==> config.mk <==
export PLATFORM = sky130hd
export DESIGN_NAME = sbk_csr_unit
export DESIGN_NICKNAME = d
export VERILOG_FILES = /design/src/rtl/sbk_pkg.sv /design/src/rtl/sbk_decode.sv /design/src/rtl/sbk_bank.sv /design/src/rtl/sbk_csr_unit.sv
export SDC_FILE = /design/constraint.sdc
export NUM_CORES = 2
export LEC_CHECK = 0
export ABC_AREA = 1
export BUFFER_PORTS_ARGS = -buffer_cell sky130_fd_sc_hd__buf_2
export CORE_UTILIZATION = 42
export DETAILED_ROUTE_END_ITERATION = 10
export MAX_ROUTING_LAYER = met4
export SLEW_MARGIN = 20
export SYNTH_ARGS = -nofsm -noshare
export SYNTH_HDL_FRONTEND = slang
export SYNTH_HIERARCHICAL = 1
export SYNTH_SLANG_ARGS = --single-unit
==> constraint.sdc <==
create_clock -name clk -period 6.9 [get_ports clk]
set_input_delay 0 -clock clk [delete_from_list [all_inputs] [get_ports clk]]
set_output_delay 0 -clock clk [all_outputs]
set_load 0.02 [all_outputs]
==> src/rtl/sbk_pkg.sv <==
package sbk_pkg;

    localparam int XLEN      = 64;
    localparam int NUM_BANKS = 3;

    localparam logic [11:0] ADDR_FEATURE = 12'hFC2;

    typedef enum logic [1:0] {
        BANK_U = 2'd0,
        BANK_S = 2'd1,
        BANK_M = 2'd2
    } bank_e;

    // low two address bits select the register inside a bank
    typedef enum logic [1:0] {
        FLD_PTR   = 2'd0,
        FLD_BASE  = 2'd1,
        FLD_LIMIT = 2'd2
    } field_e;

    typedef enum logic [1:0] {
        SC_GET_PTR   = 2'd0,
        SC_SET_PTR   = 2'd1,
        SC_GET_BASE  = 2'd2,
        SC_GET_LIMIT = 2'd3
    } sc_op_e;

    typedef struct packed {
        logic   mapped;
        logic   is_feature;
        bank_e  bank;
        field_e field;
    } csr_sel_t;

    // privilege code to rank: 00 user, 01 supervisor, 11 machine, 10 as user
    function automatic logic [1:0] priv_rank(input logic [1:0] p);
        case (p)
            2'b01:   return 2'd1;
            2'b11:   return 2'd2;
            default: return 2'd0;
        endcase
    endfunction

    // address bits 11:2 of each bank's window
    function automatic logic [9:0] bank_prefix(input int b);
        case (b)
            0:       return 10'h200;
            1:       return 10'h240;
            default: return 10'h2F0;
        endcase
    endfunction

endpackage

==> src/rtl/sbk_decode.sv <==
module sbk_decode
    import sbk_pkg::*;
(
    input  logic [11:0] addr_i,
    input  logic [1:0]  priv_i,
    output csr_sel_t    sel_o,
    output logic        allowed_o
);

    always_comb begin
        sel_o = '0;
        for (int b = 0; b < NUM_BANKS; b++) begin
            if (addr_i[11:2] == bank_prefix(b) && addr_i[1:0] != 2'd3) begin
                sel_o.mapped = 1'b1;
                sel_o.bank   = bank_e'(b);
                sel_o.field  = field_e'(addr_i[1:0]);
            end
        end
        if (addr_i == ADDR_FEATURE) begin
            sel_o.mapped     = 1'b1;
            sel_o.is_feature = 1'b1;
        end
    end

    always_comb begin
        if (!sel_o.mapped)
            allowed_o = 1'b0;
        else if (sel_o.is_feature)
            allowed_o = (priv_rank(priv_i) == 2'd2);
        else
            allowed_o = (priv_rank(priv_i) >= sel_o.bank);
    end

endmodule

==> src/rtl/sbk_bank.sv <==
module sbk_bank
    import sbk_pkg::*;
#(
    parameter logic [XLEN-1:0] RST_BASE  = '0,
    parameter logic [XLEN-1:0] RST_LIMIT = '0
) (
    input  logic            clk,
    input  logic            rst,
    input  logic            csr_we_i,
    input  field_e          csr_field_i,
    input  logic [XLEN-1:0] csr_wdata_i,
    input  logic            sc_set_i,
    input  logic [XLEN-1:0] sc_wdata_i,
    input  logic            swap_en_i,
    input  logic [XLEN-1:0] swap_val_i,
    output logic [XLEN-1:0] ptr_o,
    output logic [XLEN-1:0] base_o,
    output logic [XLEN-1:0] limit_o
);

    logic [XLEN-1:0] ptr_q, base_q, lim_q;

    always_ff @(posedge clk) begin
        if (rst) begin
            ptr_q  <= RST_BASE;
            base_q <= RST_BASE;
            lim_q  <= RST_LIMIT;
        end else begin
            if (csr_we_i && csr_field_i == FLD_BASE)  base_q <= csr_wdata_i;
            if (csr_we_i && csr_field_i == FLD_LIMIT) lim_q  <= csr_wdata_i;
            if (swap_en_i)
                ptr_q <= swap_val_i;
            else if (sc_set_i)
                ptr_q <= sc_wdata_i;
            else if (csr_we_i && csr_field_i == FLD_PTR)
                ptr_q <= csr_wdata_i;
        end
    end

    assign ptr_o   = ptr_q;
    assign base_o  = base_q;
    assign limit_o = lim_q;

    // swap value is what lands, whatever else was requested
    a_r10_swap_wins: assert property (@(posedge clk) disable iff (rst)
        swap_en_i |=> ptr_q == $past(swap_val_i));

    // no enable means no state change
    a_r11_idle_hold: assert property (@(posedge clk) disable iff (rst)
        !(csr_we_i || sc_set_i || swap_en_i) |=>
            ($stable(ptr_q) && $stable(base_q) && $stable(lim_q)));

endmodule

==> src/rtl/sbk_csr_unit.sv <==
module sbk_csr_unit
    import sbk_pkg::*;
#(
    parameter int              U_KIB      = 64,
    parameter int              S_KIB      = 32,
    parameter int              M_KIB      = 16,
    parameter logic [XLEN-1:0] U_REGION   = 64'hE000_0000,
    parameter logic [XLEN-1:0] S_REGION   = 64'hE001_0000,
    parameter logic [XLEN-1:0] M_REGION   = 64'hE001_8000,
    parameter int              PORT_LOG2  = 2,
    parameter bit              WIDE_RLIST = 1'b1
) (
    input  logic        clk,
    input  logic        rst,
    input  logic [1:0]  priv_i,
    input  logic        csr_req_i,
    input  logic        csr_we_i,
    input  logic [11:0] csr_addr_i,
    input  logic [63:0] csr_wdata_i,
    output logic [63:0] csr_rdata_o,
    output logic        csr_fault_o,
    input  logic        swap_req_i,
    input  logic        swap_sup_i,
    input  logic [63:0] swap_new_i,
    output logic [63:0] swap_old_o,
    output logic        swap_fault_o,
    input  logic        sc_req_i,
    input  logic        sc_sup_i,
    input  logic [1:0]  sc_op_i,
    input  logic [63:0] sc_wdata_i,
    output logic [63:0] sc_rdata_o,
    output logic        sc_fault_o
);

    localparam logic [XLEN-1:0] RST_LIMIT [NUM_BANKS] = '{U_REGION, S_REGION, M_REGION};
    localparam logic [XLEN-1:0] RST_BASE  [NUM_BANKS] = '{
        U_REGION + 64'(U_KIB) * 64'd1024,
        S_REGION + 64'(S_KIB) * 64'd1024,
        M_REGION + 64'(M_KIB) * 64'd1024};

    localparam logic [XLEN-1:0] FEATURE = {29'd0, WIDE_RLIST, 6'(M_KIB), 8'(S_KIB),
                                           8'(U_KIB), 4'(PORT_LOG2), 7'd1, 1'b1};

    csr_sel_t        sel;
    logic            allowed;
    logic            user_only;
    sc_op_e          sc_op;
    logic [XLEN-1:0] ptr_a  [NUM_BANKS];
    logic [XLEN-1:0] base_a [NUM_BANKS];
    logic [XLEN-1:0] lim_a  [NUM_BANKS];
    logic [XLEN-1:0] bank_field;

    sbk_decode u_decode (
        .addr_i    (csr_addr_i),
        .priv_i    (priv_i),
        .sel_o     (sel),
        .allowed_o (allowed)
    );

    assign user_only    = (priv_rank(priv_i) == 2'd0);
    assign sc_op        = sc_op_e'(sc_op_i);
    assign csr_fault_o  = csr_req_i && (!allowed || (csr_we_i && sel.is_feature));
    assign swap_fault_o = swap_req_i && swap_sup_i && user_only;
    assign sc_fault_o   = sc_req_i && sc_sup_i && user_only;

    for (genvar b = 0; b < NUM_BANKS; b++) begin : g_bank
        logic csr_we_b, sc_set_b, swap_en_b;
        if (b < 2) begin : g_swappable
            assign swap_en_b = swap_req_i && !swap_fault_o && (swap_sup_i == (b == 1));
            assign sc_set_b  = sc_req_i && !sc_fault_o && sc_op == SC_SET_PTR
                               && (sc_sup_i == (b == 1));
        end else begin : g_fixed
            assign swap_en_b = 1'b0;
            assign sc_set_b  = 1'b0;
        end
        assign csr_we_b = csr_req_i && csr_we_i && !csr_fault_o && !sel.is_feature
                          && sel.bank == bank_e'(b);

        sbk_bank #(
            .RST_BASE  (RST_BASE[b]),
            .RST_LIMIT (RST_LIMIT[b])
        ) u_bank (
            .clk         (clk),
            .rst         (rst),
            .csr_we_i    (csr_we_b),
            .csr_field_i (sel.field),
            .csr_wdata_i (csr_wdata_i),
            .sc_set_i    (sc_set_b),
            .sc_wdata_i  (sc_wdata_i),
            .swap_en_i   (swap_en_b),
            .swap_val_i  (swap_new_i),
            .ptr_o       (ptr_a[b]),
            .base_o      (base_a[b]),
            .limit_o     (lim_a[b])
        );
    end

    always_comb begin
        case (sel.field)
            FLD_PTR:   bank_field = ptr_a[sel.bank];
            FLD_BASE:  bank_field = base_a[sel.bank];
            FLD_LIMIT: bank_field = lim_a[sel.bank];
            default:   bank_field = '0;
        endcase
    end

    assign csr_rdata_o = (!csr_req_i || csr_fault_o) ? '0 :
                         sel.is_feature ? FEATURE : bank_field;

    assign swap_old_o = (swap_req_i && !swap_fault_o) ? ptr_a[swap_sup_i ? 1 : 0] : '0;

    always_comb begin
        sc_rdata_o = '0;
        if (sc_req_i && !sc_fault_o) begin
            case (sc_op)
                SC_GET_PTR:   sc_rdata_o = ptr_a[sc_sup_i ? 1 : 0];
                SC_GET_BASE:  sc_rdata_o = base_a[sc_sup_i ? 1 : 0];
                SC_GET_LIMIT: sc_rdata_o = lim_a[sc_sup_i ? 1 : 0];
                default:      sc_rdata_o = '0;
            endcase
        end
    end

    // a refused CSR access returns no data
    a_r3_fault_blanks_data: assert property (@(posedge clk) disable iff (rst)
        csr_fault_o |-> csr_rdata_o == '0);

    // the feature word never takes a write
    a_r5_feature_write_faults: assert property (@(posedge clk) disable iff (rst)
        (csr_req_i && csr_we_i && csr_addr_i == 12'hFC2) |-> csr_fault_o);

    // supervisor swap from user mode is refused and leaves the pointer
    a_r8_sup_swap_user_faults: assert property (@(posedge clk) disable iff (rst)
        (swap_req_i && swap_sup_i && priv_i == 2'b00 && !sc_req_i && !csr_req_i)
            |=> $stable(ptr_a[1]));

    // supervisor shortcut from user mode is refused
    a_r9_sup_shortcut_user_faults: assert property (@(posedge clk) disable iff (rst)
        (sc_req_i && sc_sup_i && priv_i == 2'b00) |-> (sc_fault_o && sc_rdata_o == '0));

endmodule

==> metrics.txt <==
Die Height=294 um; worst hold slack=260 ps; clock skew=0 ps; worst vdd ir=0.184 mV; Post-Syn Area=35,800 um2; CP max FO=140; critical path required time=6900 ps; number of gates resized after CTS=0; vias in the first global route=40,000; Skew-Pair Late Insertion Delay=620 ps; final worst-path cycle share=0.698; CTS buffer count=72; crit-path cells=buf_2 -> nor3_1 -> nand2_1 -> nor3b_4 -> buf_12 -> inv_4 -> nor2_4 -> buf_4 -> nand2_1 -> nand3_1 -> nand2_1 -> nand3_1 -> nand2_1 -> inv_1 -> buf_2; slew at the pin closest to its max-slew limit=1250 ps; postcts setup bufs=0; antenna violations before repair=10; area delta synth->final=19.5%; delay-heaviest family, CP=simple AND/OR/NAND/NOR gates; first-pass GRT wire length=249 mm; htree depth=3; Worst Setup Start Kind=input pin; ANT nets after route=0; unrepaired setup endpoints after global routing=no; I/O Buffers=410; Buf/Inv on CP=6; most used cell, CP=nand2_1; placement-stage cell area=37,400 um2; Min Clock Period, post-route=4820 ps; Critical Path Max Stage Delay=970 ps; Worst Hold Class=input pin to flop; final net count=6,654; Fin Setup TNS=0 ps; Hold Fails Final Rpt=0; Worst EP arrival=4820 ps; Clock Path Buffers=3; status=complete, no violations; initial core utilization=0.426; Clk pin slew, worst setup/hold paths=60 ps; RePlAce Congestion=0.874; max_slew headroom=0.167; Max Clk Rate=207 MHz; Global Route Usage Sum=0.386; clock sink count=576; Crit-path slowest cell=nor2_4; Ports=411; gr ovfl total=0; cell area after layout=42,800 um2; Synth Warn #=6; cell row count=106; Slew Viols, Final=0; fillers=8,837; CTS tree=done; detailed-route DRC error count=0; core area=84,000 um2; WS Path Type=input pin to primary output; root buffer cell=clkbuf_16; largest net degree at the start of global routing=141; Final setup viols=0; DR pass1 iterations=6; Gate Count Post-Synth=6,086; fraction of layout cells with a size suffix above 1=0.101; CTS Hold Bufs=289; Max-Cap Viols=0; Post-Syn Area per Cell=5.88 um2; PwrDens=205 nW/um2; Pleak=19.7 nW; DIE AREA=86,400 um2; DR vias=43,300; DR vias/cell=5.67; Util after Layout=0.509; DRT Wirelength=168 mm; DRT iter0 DRCs=5,009; wire per inst=22.0 um; Final HPWL DP=90.8 mm; CP endpoint kind=primary output; Die X-Extent=294 um
==> through the flow <==
stage	total power [mW]	std cells	worst slack, ps
finish	8.76	7635	2080
global route	9.01	7632	1970
CTS	8.71	7622	2120
detailed placement	4.66	7206	2020
global placement	4.65	7206	2180
floorplan	4.25	6089	4290
==> path summary, 6_finish.rpt <==
check / from / endpoint / slack, ps / cells after the start
worst max-delay path: csr_addr_i[7] / csr_rdata_o[4] / 2080 / 15
worst max register to register: g_bank[0].u_bank/ptr_o[9]$_SDFFE_PP0P_ / g_bank[0].u_bank/ptr_o[9]$_SDFFE_PP0P_ / 6070 / 3
worst min-delay path: swap_new_i[9] / g_bank[0].u_bank/ptr_o[9]$_SDFFE_PP0P_ / 260 / 6
worst min register to register: g_bank[2].u_bank/limit_o[16]$_SDFFE_PP1P_ / g_bank[2].u_bank/limit_o[16]$_SDFFE_PP1P_ / 460 / 2
==> cells in the final DEF (no fill, tap or decap), types with 2 or more instances in the layout <==
cell	count
nand2_1	2105
nor2_1	1047
nand3_1	615
dfxtp_1	576
a21oi_1	418
buf_2	407
o21ai_0	343
dlygate4sd3_1	289
nand3b_1	177
inv_1	141
clkbuf_16	77
o211ai_1	64
buf_4	59
o21ai_1	31
clkbuf_1	17
nor2_4	15
clkbuf_8	15
or2_2	15
clkinv_2	14
diode_2	12
nand2_4	11
inv_4	8
inv_2	7
nor3_1	5
bufinv_16	5
conb_1	4
nor2_2	4
inv_6	3
buf_12	2
buf_6	2
o21ai_2	2
ha_1	2
==> final cells by class <==
cell class                 count  area, um2  share of cell area
antenna                       12       30.0            0.000702
clock buffer                 109       2200              0.0514
clock inverter                18        225             0.00527
inverter                     162        638              0.0149
multi-input combinational   4864      21300               0.497
sequential                   576      11500               0.270
tap                         1134       1420              0.0332
timing repair buffer         760       5460               0.128
==> state kept, by name (all words and copies together), names as in the netlist <==
register,cells
g_bank.u_bank/limit_o,192
g_bank.u_bank/ptr_o,192
g_bank.u_bank/base_o,192
==> routing by layer <==
metal  global-route usage  up-vias  wire [um]
met5                    -        -          0
li1                     -    20200          -
met4                0.152        0       6600
met1                0.494    20100      68500
met3               0.0886      426      19500
met2                0.587     2636      73200
==> power breakdown <==
part           switching [mW]  internal [mW]  total [mW]  leakage (nW)
registers              0.0801           3.42        3.50          4.68
logic                   0.841          0.469        1.31          13.8
clock network            1.58           2.38        3.96          1.20
==> tightest hold or removal path, delay by kind of cell <==
family	cells	cell delay, ps
AND/OR/NAND/NOR	4	220
buffers and inverters	2	640
No activity file was read; power rests on OpenSTA's default activity.
